File: src/rtl/mic_pkg.sv
package mic_pkg;

    localparam int MUX_COUNT   = 2;
    localparam int CH_PER_MUX  = 8;
    localparam int CH_TOTAL    = MUX_COUNT * CH_PER_MUX;

    typedef struct packed {
        logic sent;
        logic abort;
        logic tmo;
    } ch_event_t;

    typedef enum logic {
        TMR_IDLE = 1'b0,
        TMR_RUN  = 1'b1
    } tmr_state_e;

    function automatic int chan_bit(input int mux, input int ch);
        return mux * CH_PER_MUX + ch;
    endfunction

    function automatic logic event_sets(input ch_event_t ev, input logic tmo_en);
        return ev.sent | ev.abort | (ev.tmo & tmo_en);
    endfunction

endpackage

File: src/rtl/mic_ch_timer.sv
module mic_ch_timer
    import mic_pkg::*;
#(
    parameter int LIMIT = 1000
) (
    input  logic clk,
    input  logic rst,
    input  logic tick,
    input  logic load,
    input  logic stop,
    output logic expire
);
    localparam int CNT_W = (LIMIT > 1) ? $clog2(LIMIT) : 1;

    tmr_state_e       state_q;
    logic [CNT_W-1:0] cnt_q;
    logic             at_end;

    assign at_end = (cnt_q == CNT_W'(LIMIT - 1));
    assign expire = (state_q == TMR_RUN) && tick && !load && at_end;

    always_ff @(posedge clk) begin
        if (rst) begin
            state_q <= TMR_IDLE;
            cnt_q   <= '0;
        end else if (load) begin
            state_q <= TMR_RUN;
            cnt_q   <= '0;
        end else if (stop || expire) begin
            state_q <= TMR_IDLE;
            cnt_q   <= '0;
        end else if (state_q == TMR_RUN && tick) begin
            cnt_q   <= cnt_q + 1'b1;
        end
    end
endmodule

File: src/rtl/mic_status_reg.sv
module mic_status_reg #(
    parameter int N = 16
) (
    input  logic         clk,
    input  logic         rst,
    input  logic [N-1:0] set_vec,
    input  logic         rd_clr,
    output logic [N-1:0] status_o
);
    logic [N-1:0] status_q;

    always_ff @(posedge clk) begin
        if (rst) begin
            status_q <= '0;
        end else if (rd_clr) begin
            status_q <= set_vec;
        end else begin
            status_q <= status_q | set_vec;
        end
    end

    assign status_o = status_q;
endmodule

File: src/rtl/mic_irq_out.sv
module mic_irq_out #(
    parameter int N = 16
) (
    input  logic         clk,
    input  logic         rst,
    input  logic [N-1:0] status,
    input  logic         enable,
    output logic         irq
);
    logic irq_q;

    always_ff @(posedge clk) begin
        if (rst) begin
            irq_q <= 1'b0;
        end else begin
            irq_q <= (|status) & enable;
        end
    end

    assign irq = irq_q;
endmodule

File: src/rtl/mon_irq_collector.sv
module mon_irq_collector
    import mic_pkg::*;
#(
    parameter int TIMEOUT_TICKS = 1000
) (
    input  logic                clk,
    input  logic                rst,
    input  logic                tick_i,
    input  logic [CH_TOTAL-1:0] word_load_i,
    input  logic [CH_TOTAL-1:0] sent_ack_i,
    input  logic [CH_TOTAL-1:0] abort_i,
    input  logic                tmo_en_i,
    input  logic                rd_en_i,
    output logic [CH_TOTAL-1:0] rd_data_o,
    input  logic                irq_en_i,
    output logic                irq_o
);
    ch_event_t           ev   [CH_TOTAL];
    logic [CH_TOTAL-1:0] expire;
    logic [CH_TOTAL-1:0] set_vec;
    logic [CH_TOTAL-1:0] status;

    for (genvar m = 0; m < MUX_COUNT; m++) begin : g_mux
        for (genvar c = 0; c < CH_PER_MUX; c++) begin : g_ch
            localparam int IDX = m * CH_PER_MUX + c;

            mic_ch_timer #(.LIMIT(TIMEOUT_TICKS)) u_tmr (
                .clk    (clk),
                .rst    (rst),
                .tick   (tick_i),
                .load   (word_load_i[IDX]),
                .stop   (sent_ack_i[IDX] | abort_i[IDX]),
                .expire (expire[IDX])
            );

            always_comb begin
                ev[IDX].sent  = sent_ack_i[IDX];
                ev[IDX].abort = abort_i[IDX];
                ev[IDX].tmo   = expire[IDX];
                set_vec[IDX]  = event_sets(ev[IDX], tmo_en_i);
            end
        end
    end

    mic_status_reg #(.N(CH_TOTAL)) u_stat (
        .clk      (clk),
        .rst      (rst),
        .set_vec  (set_vec),
        .rd_clr   (rd_en_i),
        .status_o (status)
    );

    mic_irq_out #(.N(CH_TOTAL)) u_irq (
        .clk    (clk),
        .rst    (rst),
        .status (status),
        .enable (irq_en_i),
        .irq    (irq_o)
    );

    assign rd_data_o = status;
endmodule

File: config.mk
export PLATFORM = sky130hd
export DESIGN_NAME = mon_irq_collector
export DESIGN_NICKNAME = d
export VERILOG_FILES = /design/src/rtl/mic_pkg.sv /design/src/rtl/mic_ch_timer.sv /design/src/rtl/mic_status_reg.sv /design/src/rtl/mic_irq_out.sv /design/src/rtl/mon_irq_collector.sv
export SDC_FILE = /design/constraint.sdc
export NUM_CORES = 1
export LEC_CHECK = 0
export ABC_CLOCK_PERIOD_IN_PS = 2300
export CAP_MARGIN = 40
export CORE_MARGIN = 2
export CORE_UTILIZATION = 40
export CTS_CLUSTER_SIZE = 28
export DETAILED_ROUTE_END_ITERATION = 16
export GPL_ROUTABILITY_DRIVEN = 1
export SETUP_SLACK_MARGIN = 0.15
export SLEW_MARGIN = 20
export SYNTH_ARGS = -nofsm -noshare
export SYNTH_HDL_FRONTEND = slang
export SYNTH_SLANG_ARGS = --single-unit
File: constraint.sdc
create_clock -name clk -period 2.3 [get_ports clk]
set_input_delay 0.46 -clock clk [delete_from_list [all_inputs] [get_ports clk]]
set_output_delay 0.46 -clock clk [all_outputs]
set_load 0.05 [all_outputs]
## After elaboration in Yosys (flattened, before gate mapping)

Index checks and enable logic that the tools add are counted.

- Word-level logic and storage cells: 262
- Input port bits: 54
- Output and inout bits: 17
- Register bits after elaboration: 193

- Multiplexer cells: 33
- Reductions and logical operators: 113
- Bitwise gates (word level): 50
- Add/subtract/negate cells: 16
- Eq/ne operators: 16

Operator list:

| operator | count |
|---|---|
| adder 10 x 1 -> 10 bit, second input constant | 16 |
| == test 10 bit, second input constant | 16 |
| logical AND 1 bit | 48 |
| OR reduction 3 bit | 16 |
| 2-to-1 mux 1 bit | 32 |
| OR 1 bit | 32 |
| nonzero test 2 bit | 16 |
| bitwise AND 1 bit | 17 |
| zero test 1 bit | 16 |
| logical OR 1 bit | 16 |
| 2-to-1 mux 16 bit | 1 |
| OR 16 bit | 1 |
| OR reduction 16 bit | 1 |

## Longest topological paths before layout

- Depth after elaboration: 7
- Depth in mapped cells: 7
- Gate-level depth less buffers: 5

## Hierarchy

From an unflattened synthesis, not the netlist that was laid out.

- Cell total of the unflattened synthesis: 1,052
- Area total of the unflattened synthesis: 9,130.0 um^2

By module, submodules not included:

| module | instances | cells an instance | sequential area each (um^2) | area each (um^2) |
|---|---|---|---|---|
| mic_ch_timer | 16 | 59 | 220.2 | 511.7 |
| mic_status_reg | 1 | 67 | 320.3 | 593.1 |
| mon_irq_collector | 1 | 34 | 0.0 | 270.3 |
| mic_irq_out | 1 | 7 | 20.0 | 78.8 |

## Least setup slack after synthesis

No wires, ideal clock.

- Path type: in2reg
- From: input port abort_i[9]
- To: register g_mux[1].g_ch[1].u_tmr.state_q
- Arrival: 1.624 ns
- Buffers on the path: 1
- Slack: 0.602 ns
- Required time: 2.225 ns
- Setup time: 0.075 ns
- Stages on the path: 5
- Path through: or2_2 > or3_4 > or2_2 > clkbuf_1 > o22ai_1

- Word-level cells in the longest chain between the ends: 3

RTL lines:

| item | RTL line | source |
|---|---|---|
| from (decl) | mon_irq_collector.sv:11 | `input logic [CH_TOTAL-1:0] abort_i,` |
| OR 1 bit | mon_irq_collector.sv:32 | `.stop (sent_ack_i[IDX] \| abort_i[IDX]),` |
| logical OR 1 bit | mic_ch_timer.sv:29 | `end else if (stop \|\| expire) begin` |
| nonzero test 2 bit (no source line) | n/a |  |
| to (signal assigned) | mic_ch_timer.sv:24 | `state_q <= TMR_IDLE;` |
| to (signal assigned) | mic_ch_timer.sv:27 | `state_q <= TMR_RUN;` |
| to (signal assigned) | mic_ch_timer.sv:30 | `state_q <= TMR_IDLE;` |
| to (decl) | mic_ch_timer.sv:15 | `tmr_state_e state_q;` |

Every way passes these cells.
A chain may end at the register's enable or synchronous reset.

## Worst setup path after layout

- From: register u_stat.status_q[13] (netlist: u_stat.status_o[13])
- To: output port rd_data_o[13]

RTL lines:

| item | RTL line | source |
|---|---|---|
| from (decl) | mic_status_reg.sv:10 | `logic [N-1:0] status_q;` |
| from (signal assigned) | mic_status_reg.sv:16 | `status_q <= set_vec;` |
| from (signal assigned) | mic_status_reg.sv:18 | `status_q <= status_q \| set_vec;` |
| to (decl) | mon_irq_collector.sv:14 | `output logic [CH_TOTAL-1:0] rd_data_o,` |

No word-level cell between the ends.

==> results.toml <==
[run_status]
status = "complete, no violations"

[floorplan]
fp-row-count = 53
die_h_um = 151
start_util_pct = 40.9
ios = 71
dieArea_um2 = 22700
coreArea_um2 = 21000
die_w_um = 151

[place]
pre_cts_ws_ps = 84.3
postPlaceCellArea_um2 = 9850
dp_hpwl_um = 13300
place_congestion = 0.797
dp_cells = 1381
io_buffers = 70

[detailed_routing]
route.detailed.drc = 0
drt-vias-per-instance = 4.91
drtPass1Iterations = 5
wl_um = 18200
via_count = 6936
drt-initial-drc-count = 282
wire_per_inst_um = 12.9
ant_nets = 0

[timing]
grt_setup_unrepaired = "no"
relSlewSlack_pct = 63.1
final-hold-violation-count = 0
postLayoutSetupSlackWorst_ps = 219
fin_skew_ps = 12.1
drv_slew = 0
fin_tns_setup_ps = 0
max_freq_mhz = 481
min_period_ps = 2080
post-route-period-util_pct = 90.5
worst_pin_slew_ps = 555
setup_viol = 0

[clock_network]
cts_max_level = 4
cts_setup_buffers = 0
cts_tree = "built"
cts_hold_buf = 0
cts_max_path_buffers = 2
clkLatencyLatePin_ps = 430
clk_pin_slew_worst_paths_ps = 70
clock_sinks = 193
numCtsBuffers = 17
clock-root-buffer = "clkbuf_16"

[logic_synthesis]
synth_cells = 1028
syn_nets = 1098
avgSynthCellArea_um2 = 8.36
ys_seq_area_share_pct = 45.0
synth_seq_cells = 193
synth_cell_types = 35
yosys_warnings = 0
synth.cell_area_um2 = 8590

[layout]
final_common_cell = "nor2_1"
seq_area_um2 = 3860
drive_gt1_share_pct = 7.64
fillers = 1986
diodes = 0
design_area_um2 = 10500
instances_no_fill = 1413
postLayoutCoreUtil_pct = 49.8
multi_input_area_um2 = 4410
syn_to_final_growth_pct = 21.8
final_cell_mix = "nor2_1, dfxtp_1, xnor2_1"
nets = 1195

[setup_path]
critPathArrivalTime_ps = 1620
r2r_setup_slack_ps = 580
required_ps = 1840
cp-start-kind = "register"
crit_type = "reg -> out"
slowest_stage = "clkdlybuf4s50_1"
crit_path_end_kind = "primary output"
critical-path-top-delay-family = "buffers and inverters"
crit_fanout = 2
crit_path_max_incr_delay_ps = 830
crit_buf_inv = 1
worstPathCellList = "clkdlybuf4s50_1"

[power]
ir_worst_vdd_mv = 0.445
power.leakage_nw = 3.20
p_per_area_nw_per_um2 = 672

[run]
drv_cap = 0

[grt]
grt_pass1_wl_um = 30700
grt_max_degree = 45
grt_use_total_pct = 17.0
grt-ovfl-total = 0
grt_pass1_vias = 6550
antenna_found_initial = 0

[worst_hold_path]
hold_path_class = "in -> reg"
## synth_stat cells
master / count / area share [%]
xor2_1: 36 / 3.7
o21ai_0: 2 / 0.12
nand2_1: 95 / 4.2
or4b_1: 13 / 1.5
nand4bb_1: 3 / 0.39
dfxtp_1: 193 / 45
o211ai_1: 1 / 0.087
a211oi_1: 11 / 0.96
xnor2_1: 104 / 11
nand3_1: 67 / 3.9
buf_2: 20 / 1.2
nand2b_1: 12 / 0.87
buf_1: 2 / 0.087
nor3_1: 50 / 2.9
clkbuf_1: 8 / 0.35
nand4_1: 41 / 3.0
a31oi_1: 3 / 0.22
buf_4: 2 / 0.17
nand3_2: 1 / 0.12
nor4_1: 33 / 2.4
nor2_1: 201 / 8.8
mux2i_1: 2 / 0.23
a21oi_1: 29 / 1.7
nor3_2: 2 / 0.23
o22ai_1: 15 / 1.1
a41oi_1: 1 / 0.10
o21ba_2: 1 / 0.12
inv_1: 45 / 2.0
or3_4: 3 / 0.39
a21boi_0: 1 / 0.087
or2_2: 6 / 0.44
ha_1: 16 / 2.3
or4_1: 3 / 0.26
a221oi_1: 4 / 0.41
and4_1: 2 / 0.20
## kinds of logic after synthesis
kind of cell	share of synthesized area [%]
buffers and inverters	3.74
xor gates and xnor gates	14.3
DFF	45.0
and+or+nand+nor	29.6
AOI/OAI and AO/OA	4.88
adders and majority gates	2.33
muxes	0.233
## state kept, by name (all words and copies together), names as in the netlist
| register | flops |
|---|---|
| g_mux.g_ch.u_tmr.cnt_q | 160 |
| u_stat.status_o | 16 |
| g_mux.g_ch.u_tmr.state_q | 16 |
| u_irq.irq | 1 |
## routing by layer
metal / vias to the layer above / track usage, % / wire [um]
li1: 3685 / - / -
met1: 3146 / 22.3 / 9010
met2: 97 / 27.9 / 8250
met3: 8 / 4.12 / 773
met4: 0 / 4.53 / 159
met5: - / 0 / 0
## per-stage QoR
stage	total power, mW	hold slack [ps]
after floorplan	3.70	452
after CTS	7.13	367
after detailed placement	3.94	471
final	7.03	383
after global routing	7.29	400
after global placement	3.94	466
## report_power, final
part	total (mW)	internal [mW]	switching [mW]
registers	3.43	3.38	0.0551
clock network	3.18	1.77	1.41
logic	0.413	0.180	0.233
total	7.03	5.33	1.70
## worst paths after layout
kind                                                                   start                                      endpoint  depth (start not counted)
worst min-delay path                                                     rst                 u_stat.status_o[6]$_SDFF_PP0_                          2
worst max register to register  g_mux[1].g_ch[6].u_tmr.cnt_q[3]$_SDFFE_PP0N_  g_mux[1].g_ch[6].u_tmr.cnt_q[5]$_SDFFE_PP0N_                          4
worst min register to register  g_mux[1].g_ch[1].u_tmr.cnt_q[1]$_SDFFE_PP0N_  g_mux[1].g_ch[1].u_tmr.cnt_q[1]$_SDFFE_PP0N_                          2
worst max-delay path                          u_stat.status_o[13]$_SDFF_PP0_                                 rd_data_o[13]                          1
## area by class of cell
class	instances	share of cell area [%]
clock buffer	17	4.07
clock inverter	15	1.96
inverter	45	1.61
multi-input combinational	758	42.1
sequential	193	36.9
tap	275	3.29
timing repair buffer	110	10.0
## timing repair
item | 4_1_cts | 5_1_grt
hold endpoints to repair | 0 | 0
endpoints found under the setup margin | 14 | 1
gates cloned | 0 | 0
pin swaps | 0 | 0
resized for setup | 14 | 1
Note: power is estimated with default switching activity, not from simulation.
